File: src/rtl/sc_pkg.sv
package sc_pkg;
    localparam int WORD_W      = 16;
    localparam int SYNC_STAGES = 2;
    localparam int CNT_W       = $clog2(WORD_W + 2);
endpackage

File: src/rtl/sc_sync.sv
module sc_sync #(
    parameter int           W       = 1,
    parameter int           STAGES  = 2,
    parameter logic [W-1:0] RST_VAL = '0
) (
    input  logic         clk,
    input  logic         rst_n,
    input  logic [W-1:0] d_i,
    output logic [W-1:0] q_o
);
    logic [W-1:0] stg_d [STAGES];
    logic [W-1:0] stg_q [STAGES];

    always_comb begin
        stg_d[0] = d_i;
        for (int i = 1; i < STAGES; i++) begin
            stg_d[i] = stg_q[i-1];
        end
    end

    for (genvar g = 0; g < STAGES; g++) begin : g_stage
        always_ff @(posedge clk or negedge rst_n) begin
            if (!rst_n) stg_q[g] <= RST_VAL;
            else        stg_q[g] <= stg_d[g];
        end
    end

    assign q_o = stg_q[STAGES-1];
endmodule

File: src/rtl/sc_shifter.sv
module sc_shifter #(
    parameter int WORD_W = 16,
    parameter int CNT_W  = 5
) (
    input  logic              clk,
    input  logic              rst_n,
    input  logic              cs_low_i,
    input  logic              cs_fall_i,
    input  logic              sclk_rise_i,
    input  logic              sclk_fall_i,
    input  logic              din_i,
    input  logic              mode_i,
    output logic [WORD_W-1:0] shreg_o,
    output logic [CNT_W-1:0]  count_o,
    output logic              dout_o
);
    localparam logic [CNT_W-1:0] CNT_CAP = CNT_W'(WORD_W + 1);

    typedef struct packed {
        logic [WORD_W-1:0] sh;
        logic [CNT_W-1:0]  cnt;
        logic              mode;
        logic              dout;
    } shf_t;

    shf_t st_d, st_q;

    always_comb begin
        st_d = st_q;
        if (cs_fall_i) begin
            st_d.cnt  = '0;
            st_d.mode = mode_i;
            st_d.dout = st_q.sh[WORD_W-1];
        end else if (cs_low_i) begin
            if (sclk_rise_i) begin
                st_d.sh = {st_q.sh[WORD_W-2:0], din_i};
                if (st_q.cnt != CNT_CAP) st_d.cnt = st_q.cnt + 1'b1;
                if (st_q.mode) st_d.dout = st_q.sh[WORD_W-2];
            end else if (sclk_fall_i && !st_q.mode) begin
                st_d.dout = st_q.sh[WORD_W-1];
            end
        end
    end

    always_ff @(posedge clk or negedge rst_n) begin
        if (!rst_n) st_q <= '0;
        else        st_q <= st_d;
    end

    assign shreg_o = st_q.sh;
    assign count_o = st_q.cnt;
    assign dout_o  = st_q.dout;


    cs_idle_hold_chk: assert property (@(posedge clk) disable iff (!rst_n)
        !cs_low_i |=> $stable(st_q.sh));

    no_edge_hold_chk: assert property (@(posedge clk) disable iff (!rst_n)
        !sclk_rise_i |=> $stable(st_q.sh));

    mode0_dout_chk: assert property (@(posedge clk) disable iff (!rst_n)
        (!st_q.mode && !sclk_fall_i && !cs_fall_i) |=> $stable(st_q.dout));

    mode1_dout_chk: assert property (@(posedge clk) disable iff (!rst_n)
        (st_q.mode && !sclk_rise_i && !cs_fall_i) |=> $stable(st_q.dout));

    mode_hold_chk: assert property (@(posedge clk) disable iff (!rst_n)
        !cs_fall_i |=> $stable(st_q.mode));
endmodule

File: src/rtl/sc_frame_ctl.sv
module sc_frame_ctl #(
    parameter int WORD_W = 16,
    parameter int CNT_W  = 5
) (
    input  logic              clk,
    input  logic              rst_n,
    input  logic              cs_rise_i,
    input  logic [WORD_W-1:0] shreg_i,
    input  logic [CNT_W-1:0]  count_i,
    output logic [WORD_W-1:0] word_o,
    output logic              valid_o,
    output logic              ferr_o,
    output logic              serr_o
);
    localparam logic [CNT_W-1:0] FULL = CNT_W'(WORD_W);

    typedef struct packed {
        logic [WORD_W-1:0] word;
        logic              valid;
        logic              ferr;
        logic              serr;
    } frm_t;

    frm_t st_d, st_q;

    always_comb begin
        st_d       = st_q;
        st_d.valid = 1'b0;
        st_d.ferr  = 1'b0;
        st_d.serr  = 1'b0;
        if (cs_rise_i) begin
            if (count_i != FULL) begin
                st_d.ferr = 1'b1;
            end else if (shreg_i[0]) begin
                st_d.serr = 1'b1;
            end else begin
                st_d.valid = 1'b1;
                st_d.word  = shreg_i;
            end
        end
    end

    always_ff @(posedge clk or negedge rst_n) begin
        if (!rst_n) st_q <= '0;
        else        st_q <= st_d;
    end

    assign word_o  = st_q.word;
    assign valid_o = st_q.valid;
    assign ferr_o  = st_q.ferr;
    assign serr_o  = st_q.serr;


    valid_pulse_chk: assert property (@(posedge clk) disable iff (!rst_n)
        st_q.valid |=> !st_q.valid);

    word_hold_chk: assert property (@(posedge clk) disable iff (!rst_n)
        !$stable(st_q.word) |-> st_q.valid);

    flags_excl_chk: assert property (@(posedge clk) disable iff (!rst_n)
        $onehot0({st_q.valid, st_q.ferr, st_q.serr}));

    serr_pulse_chk: assert property (@(posedge clk) disable iff (!rst_n)
        st_q.serr |=> !st_q.serr);
endmodule

File: src/rtl/serial_cmd_frontend.sv
module serial_cmd_frontend
    import sc_pkg::*;
(
    input  logic              clk,
    input  logic              rst_n,
    input  logic              sclk_i,
    input  logic              cs_n_i,
    input  logic              din_i,
    input  logic              dout_mode_i,
    output logic              dout_o,
    output logic [WORD_W-1:0] word_o,
    output logic              word_valid_o,
    output logic              frame_err_o,
    output logic              subbit_err_o
);
    typedef struct packed {
        logic cs_n;
        logic sclk;
    } prev_t;

    logic [2:0]        pads_s;
    logic              cs_n_s, sclk_s, din_s;
    prev_t             prv_d, prv_q;
    logic              cs_fall, cs_rise, sclk_rise, sclk_fall;
    logic [WORD_W-1:0] shreg;
    logic [CNT_W-1:0]  count;

    sc_sync #(.W(3), .STAGES(SYNC_STAGES), .RST_VAL(3'b100)) u_sync (
        .clk   (clk),
        .rst_n (rst_n),
        .d_i   ({cs_n_i, sclk_i, din_i}),
        .q_o   (pads_s)
    );

    assign cs_n_s = pads_s[2];
    assign sclk_s = pads_s[1];
    assign din_s  = pads_s[0];

    always_comb begin
        prv_d.cs_n = cs_n_s;
        prv_d.sclk = sclk_s;
    end

    always_ff @(posedge clk or negedge rst_n) begin
        if (!rst_n) prv_q <= '{cs_n: 1'b1, sclk: 1'b0};
        else        prv_q <= prv_d;
    end

    assign cs_fall   =  prv_q.cs_n & ~cs_n_s;
    assign cs_rise   = ~prv_q.cs_n &  cs_n_s;
    assign sclk_rise = ~prv_q.sclk &  sclk_s;
    assign sclk_fall =  prv_q.sclk & ~sclk_s;

    sc_shifter #(.WORD_W(WORD_W), .CNT_W(CNT_W)) u_shifter (
        .clk         (clk),
        .rst_n       (rst_n),
        .cs_low_i    (~cs_n_s),
        .cs_fall_i   (cs_fall),
        .sclk_rise_i (sclk_rise),
        .sclk_fall_i (sclk_fall),
        .din_i       (din_s),
        .mode_i      (dout_mode_i),
        .shreg_o     (shreg),
        .count_o     (count),
        .dout_o      (dout_o)
    );

    sc_frame_ctl #(.WORD_W(WORD_W), .CNT_W(CNT_W)) u_frame (
        .clk       (clk),
        .rst_n     (rst_n),
        .cs_rise_i (cs_rise),
        .shreg_i   (shreg),
        .count_i   (count),
        .word_o    (word_o),
        .valid_o   (word_valid_o),
        .ferr_o    (frame_err_o),
        .serr_o    (subbit_err_o)
    );


    strobe_needs_rise_chk: assert property (@(posedge clk) disable iff (!rst_n)
        word_valid_o |-> $past(cs_rise));

    idle_no_pulse_chk: assert property (@(posedge clk) disable iff (!rst_n)
        (cs_n_s && prv_q.cs_n) |=> !(word_valid_o || frame_err_o || subbit_err_o));
endmodule

File: config.mk
export PLATFORM = sky130hd
export DESIGN_NAME = serial_cmd_frontend
export DESIGN_NICKNAME = d
export VERILOG_FILES = /design/src/rtl/sc_pkg.sv /design/src/rtl/sc_sync.sv /design/src/rtl/sc_shifter.sv /design/src/rtl/sc_frame_ctl.sv /design/src/rtl/serial_cmd_frontend.sv
export SDC_FILE = /design/constraint.sdc
export NUM_CORES = 1
export LEC_CHECK = 0
export CORE_ASPECT_RATIO = 0.75
export CORE_MARGIN = 1
export CORE_UTILIZATION = 53
export CTS_CLUSTER_SIZE = 8
export DETAILED_ROUTE_END_ITERATION = 7
export PLACE_DENSITY = 0.77
export SYNTH_ARGS = -nofsm -noshare
export SYNTH_HDL_FRONTEND = slang
export SYNTH_SLANG_ARGS = --single-unit
File: constraint.sdc
create_clock -name clk -period 1.9 [get_ports clk]
set_input_delay 0.285 -clock clk [delete_from_list [all_inputs] [get_ports clk]]
set_output_delay 0.285 -clock clk [all_outputs]
set_load 0.05 [all_outputs]
---- Word level (Yosys, flattened, before mapping) ----
Cells that the tools add are included.
word-level totals
  flip-flop bits (word level) ............. 49
  memories kept ........................... 0
  latch bits .............................. 0
  output and inout bits ................... 20
  memory bits (read-only) ................. 0
  RAM bits ................................ 0
  input bits .............................. 6
operators by class
  divide/modulo/power cells ............... 0
  bitwise operators ....................... 11
  reduce and logical (&&, ||, !) cells .... 9
  equal/unequal tests ..................... 4
  shifts and indexed selects .............. 0
  mux-type cells .......................... 15
  $mul .................................... 0
  magnitude comparators ................... 0
  add/subtract/negate cells ............... 1
operators by type and width
  cell                                                    count
  two-way mux 5 bit                                       4
  AND reduction 3 bit                                     4
  two-way mux 1 bit                                       10
  inequality test 5 bit (second input constant)           2
  inverter 1 bit                                          7
  adder 5 x 1 -> 5 bit (second input constant)            1
  bitwise AND 1 bit                                       4
  nonzero test 2 bit                                      2
  two-way mux 3 bit                                       1
  inequality test 3 x 2 -> 1 bit (second input constant)  1
  nonzero test 3 bit                                      1
  inequality test 2 bit (second input constant)           1
  logical AND 1 bit                                       1
  zero test 1 bit                                         1

---- Longest topological paths before layout ----
Gate-level depths: netlist of the first run.
  depth after elaboration ................. 7
  depth in mapped cells ................... 7

---- By module ----
A second synthesis of the first run with hierarchy kept.
unflattened totals
  cell total of the unflattened synthesis .. 150
  area total of the unflattened synthesis .. 2,190.9 sq um
by module, submodules not included
  module               cells each  sequential area each (sq um)  instances  area each (sq um)
  sc_shifter           95          575.6                         1          1,211.2
  sc_frame_ctl         42          450.4                         1          742.0
  sc_sync              6           152.6                         1          152.6
  serial_cmd_frontend  7           51.3                          1          85.1

---- Worst setup path after synthesis of the first run ----
Ideal clock, no wire load.
  path kind ............................... register to register
  start point ............................. reg u_shifter.st_q (netlist bit u_shifter.count_o[3])
  end point ............................... reg u_frame.st_q (netlist bit u_frame.word_o[10])
  data arrival time ....................... 1.653 ns
  stages on the path, launching flop included .. 7
  required time ........................... 1.775 ns
  slack ................................... 0.122 ns
  clock period less this slack ............ 1.778 ns
  path through ............................ dfrtp_1 > nor3b_2 > nand2_1 > or3_1 > buf_6 > buf_12 > mux2_4
between the ends
  cells in the longest elaborated chain, start to end .. 3
RTL lines
  what                           RTL line            text
  start, declared                sc_shifter.sv:26    shf_t st_d, st_q;
  start signal, assigned         sc_shifter.sv:47    else st_q <= st_d;
  inequality test 5 bit          sc_frame_ctl.sv:32  if (count_i != FULL) begin
  inverter 1 bit (no line)       -
  AND reduction 3 bit (no line)  -
  end signal, assigned           sc_frame_ctl.sv:45  else st_q <= st_d;
  end, declared                  sc_frame_ctl.sv:24  frm_t st_d, st_q;
Every way passes these cells.
A chain may end at the register's enable or synchronous reset.

---- Worst setup path after layout of the first run ----
  start point ............................. reg u_shifter.st_q (netlist bit u_shifter.count_o[3])
  end point ............................... reg u_frame.st_q (netlist bit u_frame.word_o[15])
Same word-level chain as after synthesis.

==> out/metrics.csv, run 1 <==
metric,value,unit
post-synth design cell area,0.00195,mm2
die width,72.1,um
wire length per cell,14.0,um
PortBufs,24,
"Avg Cell Area, Syn",15.1,um2
Total Routed Length,2990,um
unrepaired setup endpoints after global routing,no,
Row Count,18,
fmax,540,MHz
slew margin rel.,64.3,%
Final Wtd Congestion,0.721,
CP max-delay cell,dfrtp_1,
gr ovfl total,0,
ant diodes,0,
clk_skew,0.00553,ns
CP top delay family,simple AND/OR/NAND/NOR gates,
DRC,0,
Die H,54.5,um
synth warn,0,
pwr dens,812,mW/mm2
# fillers,238,
full die area,0.00393,mm2
crit path DAT,2.05,ns
io pins,26,
Slew Limit Fails,0,
largest net degree at the start of global routing,50,
core area,0.00340,mm2
post-layout net count,171,
Initial DRC Count,34,
global routing usage summed across all routing layers,17.9,%
Detailed Routing Iterations Pass 1,3,
"FF+latch count, synth",49,
Tmin final,1.85,ns
Clock Pin Slew Worst Setup and Hold Paths,0.09,ns
htree depth,2,
hpwl dp,2040,um
Worst Path Required,2.09,ns
Worst Hold Class,reg -> reg,
CP Capture Type,register,
Setup CP Type,reg -> reg,
total of max-cap violations,0,
first-pass GRT wire length,5040,um
CTS Buf Count,5,
worst path buffer plus inverter count,1,
period utilization,97.5,%
CTS sink cnt,49,
VDD IR max,0.603,mV
CTS tree,built,
Slew @ Worst Pin,0.529,ns
P&R area growth vs syn,21.0,%
crit path max fanout,7,
share of cells above drive strength 1,31.9,%
register area share after synthesis,63.1,%
initial antenna violation count,0,
Yosys cell types,32,
worst skew pair latency,0.30,ns
vias,1056,
post-synthesis net count,138,
CP peak stage delay,0.42,ns
via-per-instance ratio,4.96,
vias in the first global route,1074,
endpoints failing setup,0,
worst path cell trace,"nor3b_2, nand2_1, or3_1, buf_4, mux2_4",
final count of hold timing violations,0,
ANT nets after route,0,
Clock Tree Root,clkbuf_8,
postcts setup bufs,0,
Tot Pwr,1.92,mW
TNS Setup,0,ns
Starting Density,57.4,%
P_leak,1.12,nW
status,finished clean,
Max Root-Sink Buffers,2,
Synth Instances,129,
crit path launch type,register,
through the flow:
stage	cell area [um2]	hold WS (ns)	util, %	cells	setup WS (ns)
detailed placement	2260	0.292	66.4	204	0.0889
global placement	2260	0.285	66.4	204	0.135
finish	2360	0.357	69.4	213	0.0483
CTS	2360	0.360	69.4	213	0.0714
global route	2360	0.361	69.4	213	0.00326
floorplan	1950	-0.0106	-	129	0.122
final timing paths:
check | from | end | slack, ns | cells after the start
max | u_shifter.count_o[3] | u_frame.word_o[15] | 0.05 | 5
min | u_sync.stg_d[1] | u_sync.q_o[1] | 0.36 | 0
max reg2reg | u_shifter.count_o[3] | u_frame.word_o[15] | 0.05 | 5
min reg2reg | u_sync.stg_d[1] | u_sync.q_o[1] | 0.36 | 0
max in group asynchronous | rst_n | u_sync.q_o[2] | 1.13 | 3
min in group asynchronous | rst_n | u_shifter.st_q[1] | 0.49 | 3
power by group:
group	total [mW]	switching, mW	internal (mW)
registers	1.15	0.0438	1.10
logic	0.170	0.0898	0.0807
clock network	0.598	0.340	0.258
total	1.92	0.474	1.44
sequential cells by signal (all words and copies together) (netlist names):
register,count
prv_q,2
u_frame.word_o,15
u_frame.valid_o,1
u_frame.ferr_o,1
u_shifter.dout_o,1
u_shifter.count_o,5
u_frame.serr_o,1
u_sync.q_o,3
u_shifter.st_q,1
u_shifter.shreg_o,16
u_sync.stg_d,3
metal layers:
layer	vias to the layer above	track usage, %	share of wire [%]
met5	-	0	0
met3	7	4.97	3.6
li1	501	-	-
met1	525	23.0	50
met2	23	28.6	44
met4	0	8.82	1.7
cell type report:
type,instances,area [um2],share of cell area [%]
sequential,49,1230,52.1
multi-input combinational,72,662,28.0
timing repair buffer,31,303,12.8
clock buffer,5,68.8,2.92
tap,50,62.6,2.65
clock inverter,3,22.5,0.954
inverter,3,11.3,0.477
timing repair:
action | CTS | global route
gates resized for setup | 0 | 0
endpoints found under the hold margin | 46 | 0
hold buffers | 1 | 0
synth_stat cells:
library cell | instances | area (um2)
a21boi_0 | 1 | 7.51
a21oi_1 | 2 | 10.0
a221oi_1 | 1 | 8.76
a31o_2 | 1 | 8.76
buf_12 | 1 | 20.0
buf_2 | 1 | 5.00
buf_4 | 1 | 7.51
buf_6 | 1 | 11.3
clkbuf_1 | 1 | 3.75
conb_1 | 1 | 3.75
dfrtp_1 | 46 | 1150
dfstp_2 | 3 | 78.8
ha_1 | 3 | 37.5
inv_1 | 3 | 11.3
mux2_2 | 21 | 236
mux2_4 | 10 | 150
mux2i_1 | 2 | 20.0
nand2_1 | 3 | 11.3
nand2b_1 | 3 | 18.8
nand3_1 | 1 | 5.00
nand4_1 | 1 | 6.26
nor2_1 | 8 | 30.0
nor2b_1 | 2 | 12.5
nor3_1 | 2 | 10.0
nor3_2 | 1 | 10.0
nor3b_1 | 2 | 15.0
nor3b_2 | 1 | 12.5
nor4bb_1 | 1 | 10.0
o21ai_0 | 1 | 5.00
or3_1 | 1 | 6.26
xnor2_1 | 1 | 8.76
xor2_1 | 2 | 17.5
placed cells by master (no fill, tap or decap), types with 2 or more instances in the layout:
master | synthesis | final
ha_1 | 3 | 3
clkbuf_8 | 0 | 5
a21oi_1 | 2 | 2
nand2b_1 | 3 | 3
dfrtp_1 | 46 | 46
mux2_4 | 10 | 10
mux2i_1 | 2 | 2
clkinvlp_4 | 0 | 3
mux2_2 | 21 | 21
nor2b_1 | 2 | 2
nand2_1 | 3 | 3
nor3_1 | 2 | 2
nor2_1 | 8 | 8
xor2_1 | 2 | 2
inv_1 | 3 | 3
nor3b_1 | 2 | 2
clkdlybuf4s50_1 | 0 | 23
buf_4 | 1 | 5
dfstp_2 | 3 | 3
cell families (layout without fill, tap and decap cells):
group           after synthesis  after routing  share of synthesized area (%)
buf+inv                       8             42                           3.01
mux                          33             33                           20.8
xor+xnor                      3              3                           1.35
fa+ha+maj                     3              3                           1.92
compound gates                6              6                           2.05
flops                        49             49                           63.1
simple gates                 26             26                           7.57
other cells                   1              1                          0.192
No activity file was read; power rests on OpenSTA's default activity.
==> run 2: changes to the inputs <==
PLACE_DENSITY = default   (was 0.77)
PLACE_DENSITY_LB_ADDON = 0.3   (was default)
==> run 2 against run 1 <==
Compared with the run above: wire length increased by 6.2%; sequential cell count is the same; highest routed layer unchanged; largest cell class unchanged; worst setup slack improved by 0.045 ns; critical path type is now reg -> out; combinational power hardly changed; hold slack hardly changed; clock power up 26%.
==> out/metrics.csv, run 2 (synthesis gave the netlist of run 1 again) <==
metric,value,unit,change
Final Wtd Congestion,0.767,,+6.4%
P_leak,1.16,nW,+3.3%
pwr dens,860,mW/mm2,+6.0%
full die area,0.00393,mm2,unchanged
Tmin final,1.81,ns,-0.0450 ns
global routing usage summed across all routing layers,18.8,%,+0.92 points
CTS resizes,0,,unchanged
P&R area growth vs syn,23.6,%,
CP top delay family,buffers and inverters,,
Total Routed Length,3180,um,+6.2%
Detailed Routing Iterations Pass 1,4,,+1
initial antenna violation count,0,,unchanged
crit path max fanout,2,,-5
Worst Path Required,1.62,ns,-0.47 ns
worst path cell trace,clkdlybuf4s50_1,,
Hold WS,0.357,ns,+0.000267 ns
Starting Density,57.4,%,unchanged
slew margin rel.,64.7,%,+0.47 points
CTS tree,built,,
clk_skew,0.00726,ns,+0.00173 ns
grt met1 use,24.0,%,+0.95 points
TNS Setup,0,ns,unchanged
Clock Pin Slew Worst Setup and Hold Paths,0.09,ns,about the same
M2 GR Usage,32.2,%,+3.6 points
endpoints failing setup,0,,unchanged
core area,0.00340,mm2,unchanged
PortBufs,24,,unchanged
Initial DRC Count,53,,+56%
CTS Buf Count,5,,unchanged
die width,72.1,um,unchanged
CP Capture Type,primary output,,
via-per-instance ratio,4.90,,-1.2%
Row Count,18,,unchanged
first-pass GRT wire length,5290,um,+4.9%
hpwl dp,2270,um,+11%
max reg flops,16,,unchanged
"most common cell after layout, fill and taps aside",dfrtp_1,,
share of cells above drive strength 1,33.1,%,+1.2 points
Worst Hold Class,reg -> reg,,
post-layout net count,174,,+1.8%
Die H,54.5,um,unchanged
Hold Crit Start,u_sync.stg_d[1],,
most frequent cells in the layout,"dfrtp_1 (46), clkdlybuf4s50_1 (23), mux2_2 (21)",,
vias,1058,,+0.19%
io pins,26,,unchanged
period utilization,95.1,%,-2.4 points
fmax,554,MHz,+2.5%
worst skew pair latency,0.30,ns,about the same
Slew @ Worst Pin,0.527,ns,-0.00155 ns
Setup CP Type,reg -> out,,
CTS sink cnt,49,,unchanged
crit path launch type,register,,
gr ovfl total,0,,unchanged
unrepaired setup endpoints after global routing,no,,
Clock Tree Root,clkbuf_8,,
final count of hold timing violations,0,,unchanged
VDD IR max,0.629,mV,+4.4%
most used routing layer,met2,,
largest net degree at the start of global routing,29,,-42%
ant diodes,0,,unchanged
CP Launch Point,u_frame.word_o[8],,
Slew Limit Fails,0,,unchanged
htree depth,2,,unchanged
total of max-cap violations,0,,unchanged
CP max-delay cell,clkdlybuf4s50_1,,
vias in the first global route,1107,,+3.1%
wire length per cell,14.7,um,+4.7%
GRT met3 Usage,4.42,%,-0.55 points
CP peak stage delay,0.84,ns,+0.42 ns
ANT nets after route,0,,unchanged
worst path buffer plus inverter count,1,,unchanged
crit path DAT,1.52,ns,-0.53 ns
status,finished clean,,
DRC,0,,unchanged
Max Root-Sink Buffers,2,,unchanged
FF-to-FF Start,u_shifter.count_o[3],,
-- run 2: cell count changes in the layout (fill, tap and decap cells not counted) --
| cell | before | now |
|---|---|---|
| bufinv_16 | 0 | 1 |
| buf_4 | 5 | 8 |
| clkbuf_8 | 5 | 6 |
| clkinvlp_4 | 3 | 1 |
-- run 2: area by class of cell --
type / count / area (um2)
clock buffer: 6 / 82.6
clock inverter: 2 / 37.5
fill: 222 / 990
inverter: 3 / 11.3
multi-input combinational: 72 / 662
sequential: 49 / 1230
tap: 50 / 62.6
timing repair buffer: 34 / 325
-- run 2: metrics by stage --
| step | setup slack [ns] | util, % | instances | total power [mW] | cell area (um2) |
|---|---|---|---|---|---|
| after floorplan | 0.122 | - | 129 | 1.26 | 1950 |
| after CTS | 0.0600 | 70.5 | 214 | 2.10 | 2400 |
| after detailed placement | 0.0887 | 66.6 | 205 | 1.34 | 2270 |
| after global routing | 0.0258 | 70.9 | 216 | 2.17 | 2410 |
| final | 0.0934 | 70.9 | 216 | 2.07 | 2410 |
| after global placement | 0.148 | 66.6 | 205 | 1.33 | 2270 |
-- run 2: final timing paths --
check | endpoint | slack (ns) | depth (start not counted)
setup / recovery | word_o[8] | 0.09 | 1
hold / removal | u_sync.q_o[1] | 0.36 | 0
setup reg to reg | u_frame.word_o[10] | 0.11 | 5
hold reg to reg | u_sync.q_o[1] | 0.36 | 0
max in group asynchronous | prv_q[1] | 0.81 | 3
min in group asynchronous | u_shifter.dout_o | 0.49 | 2
-- run 2: report_power, final --
group          switching, mW  total, mW  internal [mW]
sequential            0.0468       1.15           1.10
clock                  0.327      0.755          0.428
combinational         0.0897      0.170         0.0800
total                  0.464       2.07           1.61
-- run 2: metal layers --
layer / part of all wire [%] / vias up / wire length, um
li1: - / 509 / -
met1: 48 / 524 / 1510
met2: 49 / 23 / 1540
met3: 3.1 / 2 / 97
met4: 0.72 / 0 / 23
met5: 0 / - / 0
-- run 2: repair_timing --
action                                 CTS  global route
endpoints found under the hold margin   21             0
setup buffers                            0             2
hold buffers                             1             0
setup endpoints to repair                0            10
==> run 3: changes to the inputs <==
CORE_MARGIN = 2   (was 1)
==> run 3 against run 2 <==
Compared with the run above: non-clock buffer count down 3; utilization decreased by 4.4 points; register-to-register slack better by 0.05 ns; critical endpoint is now word_o[10]; hold slack worse by 0.0018 ns; sequential share of layout area is 0.51 points higher; sequential cell count stayed put; count of clock-buffer cells in the layout increased by 1; wire length fell by 5.1%; critical path depth unchanged; total power is 0.66% lower; first-iteration DRC count is 36% higher.
==> out/metrics.csv, run 3 (synthesis gave the netlist of run 1 again) <==
metric,value,unit,change
status,finished clean,,
Slew @ Worst Pin,0.542,ns,+0.0146 ns
crit path max fanout,2,,unchanged
endpoints failing setup,0,,unchanged
Tmin final,1.76,ns,-0.0431 ns
clk_skew,0.00307,ns,-0.00419 ns
wire length per cell,14.0,um,-4.7%
Hold Crit Start,u_sync.stg_d[0],,
DRC,0,,unchanged
pwr dens,863,mW/mm2,+0.33%
Slew Limit Fails,0,,unchanged
CP Launch Point,u_frame.word_o[10],,
TNS Setup,0,ns,unchanged
largest net degree at the start of global routing,27,,-6.9%
share of cells above drive strength 1,31.3,%,-1.8 points
period utilization,92.8,%,-2.3 points
worst path buffer plus inverter count,1,,unchanged
gr ovfl total,0,,unchanged
"most common cell after layout, fill and taps aside",dfrtp_1,,
Final Wtd Congestion,0.815,,+6.3%
global routing usage summed across all routing layers,17.5,%,-1.3 points
ANT nets after route,0,,unchanged
total of max-cap violations,0,,unchanged
PortBufs,24,,unchanged
CP max-delay cell,clkdlybuf4s50_1,,
Worst Path Required,1.62,ns,about the same
Initial DRC Count,72,,+36%
Clock Tree Root,clkbuf_8,,
CTS tree,built,,
full die area,0.00419,mm2,+6.5%
crit path launch type,register,,
io pins,26,,unchanged
htree depth,2,,unchanged
Clock Pin Slew Worst Setup and Hold Paths,0.08,ns,about the same
Row Count,19,,+1
worst skew pair latency,0.29,ns,about the same
via-per-instance ratio,5.06,,+3.3%
max reg flops,16,,unchanged
most frequent cells in the layout,"dfrtp_1 (46), clkdlybuf4s50_1 (23), mux2_2 (21)",,
core area,0.00359,mm2,+5.6%
fmax,567,MHz,+2.4%
CP top delay family,buffers and inverters,,
Setup CP Type,reg -> out,,
vias in the first global route,1110,,+0.27%
Total Routed Length,3010,um,-5.1%
Starting Density,54.3,%,-3.0 points
Max Root-Sink Buffers,2,,unchanged
worst path cell trace,clkdlybuf4s50_1,,
CTS sink cnt,49,,unchanged
ant diodes,0,,unchanged
P&R area growth vs syn,22.4,%,
P_leak,1.14,nW,-1.3%
initial antenna violation count,0,,unchanged
CTS resizes,0,,unchanged
Multi-input gate area,662,um2,unchanged
final count of hold timing violations,0,,unchanged
# fillers,259,,+17%
VDD IR max,0.549,mV,-13%
postcts setup bufs,0,,unchanged
CTS Buf Count,5,,unchanged
Worst Hold Class,reg -> reg,,
crit path DAT,1.48,ns,-0.04 ns
die width,74.1,um,+2.8%
hpwl dp,2160,um,-4.9%
post-layout net count,171,,-1.7%
vias,1088,,+2.8%
final core utilization,66.5,%,-4.4 points
Detailed Routing Iterations Pass 1,4,,unchanged
CP Capture Type,primary output,,
CP peak stage delay,0.81,ns,-0.03 ns
slew margin rel.,63.9,%,-0.86 points
first-pass GRT wire length,5300,um,+0.13%
unrepaired setup endpoints after global routing,no,,
Reg area,0.00123,mm2,unchanged
Die H,56.5,um,+3.7%
FF-to-FF Start,u_shifter.count_o[0],,
[run 3: cell count changes in the layout (fill, tap and decap cells not counted)]
cell,change
buf_4,-3
clkbuf_1,+1
clkinvlp_4,-1
[run 3: what timing repair did]
action	in CTS	in global routing
endpoints found under the setup margin	0	0
endpoints found under the hold margin	23	0
hold buffers	1	0
[run 3: worst paths after layout]
path | slack (ns) | to | depth (start not counted)
hold / removal | 0.36 | u_sync.q_o[0] | 0
setup reg to reg | 0.16 | u_frame.word_o[7] | 6
max in group asynchronous | 0.81 | prv_q[1] | 3
min in group asynchronous | 0.50 | u_frame.ferr_o | 2
hold reg to reg | 0.36 | u_sync.q_o[0] | 0
setup / recovery | 0.14 | word_o[10] | 1
[run 3: through the flow]
stage	power [mW]	cells	hold slack, ns	setup WS [ns]	area [um2]
after floorplan	1.26	129	-0.0106	0.122	1950
after global placement	1.32	206	0.285	0.179	2260
after detailed placement	1.33	206	0.298	0.172	2260
after CTS	2.09	215	0.355	0.119	2390
after global routing	2.18	215	0.368	0.0399	2390
final	2.06	215	0.355	0.136	2390
[run 3: routing by layer]
layer / wire, um / part of all wire, % / global-route usage (%)
met1: 1490 / 49 / 25.3
met2: 1350 / 45 / 23.1
met3: 145 / 4.8 / 7.90
met4: 30 / 1.0 / 6.75
met5: 0 / 0 / 0
[run 3: layout make-up]
cell class | count | share of cell area (%)
Sequential cell | 49 | 51.5
Multi-Input combinational cell | 72 | 27.7
Timing Repair Buffer | 31 | 12.7
Clock buffer | 7 | 3.62
Tap cell | 52 | 2.73
Clock inverter | 1 | 1.26
Inverter | 3 | 0.472
[run 3: report_power, final]
| group | internal (mW) | total (mW) | switching [mW] |
|---|---|---|---|
| sequential | 1.10 | 1.15 | 0.0475 |
| clock | 0.429 | 0.751 | 0.322 |
| combinational | 0.0757 | 0.160 | 0.0842 |
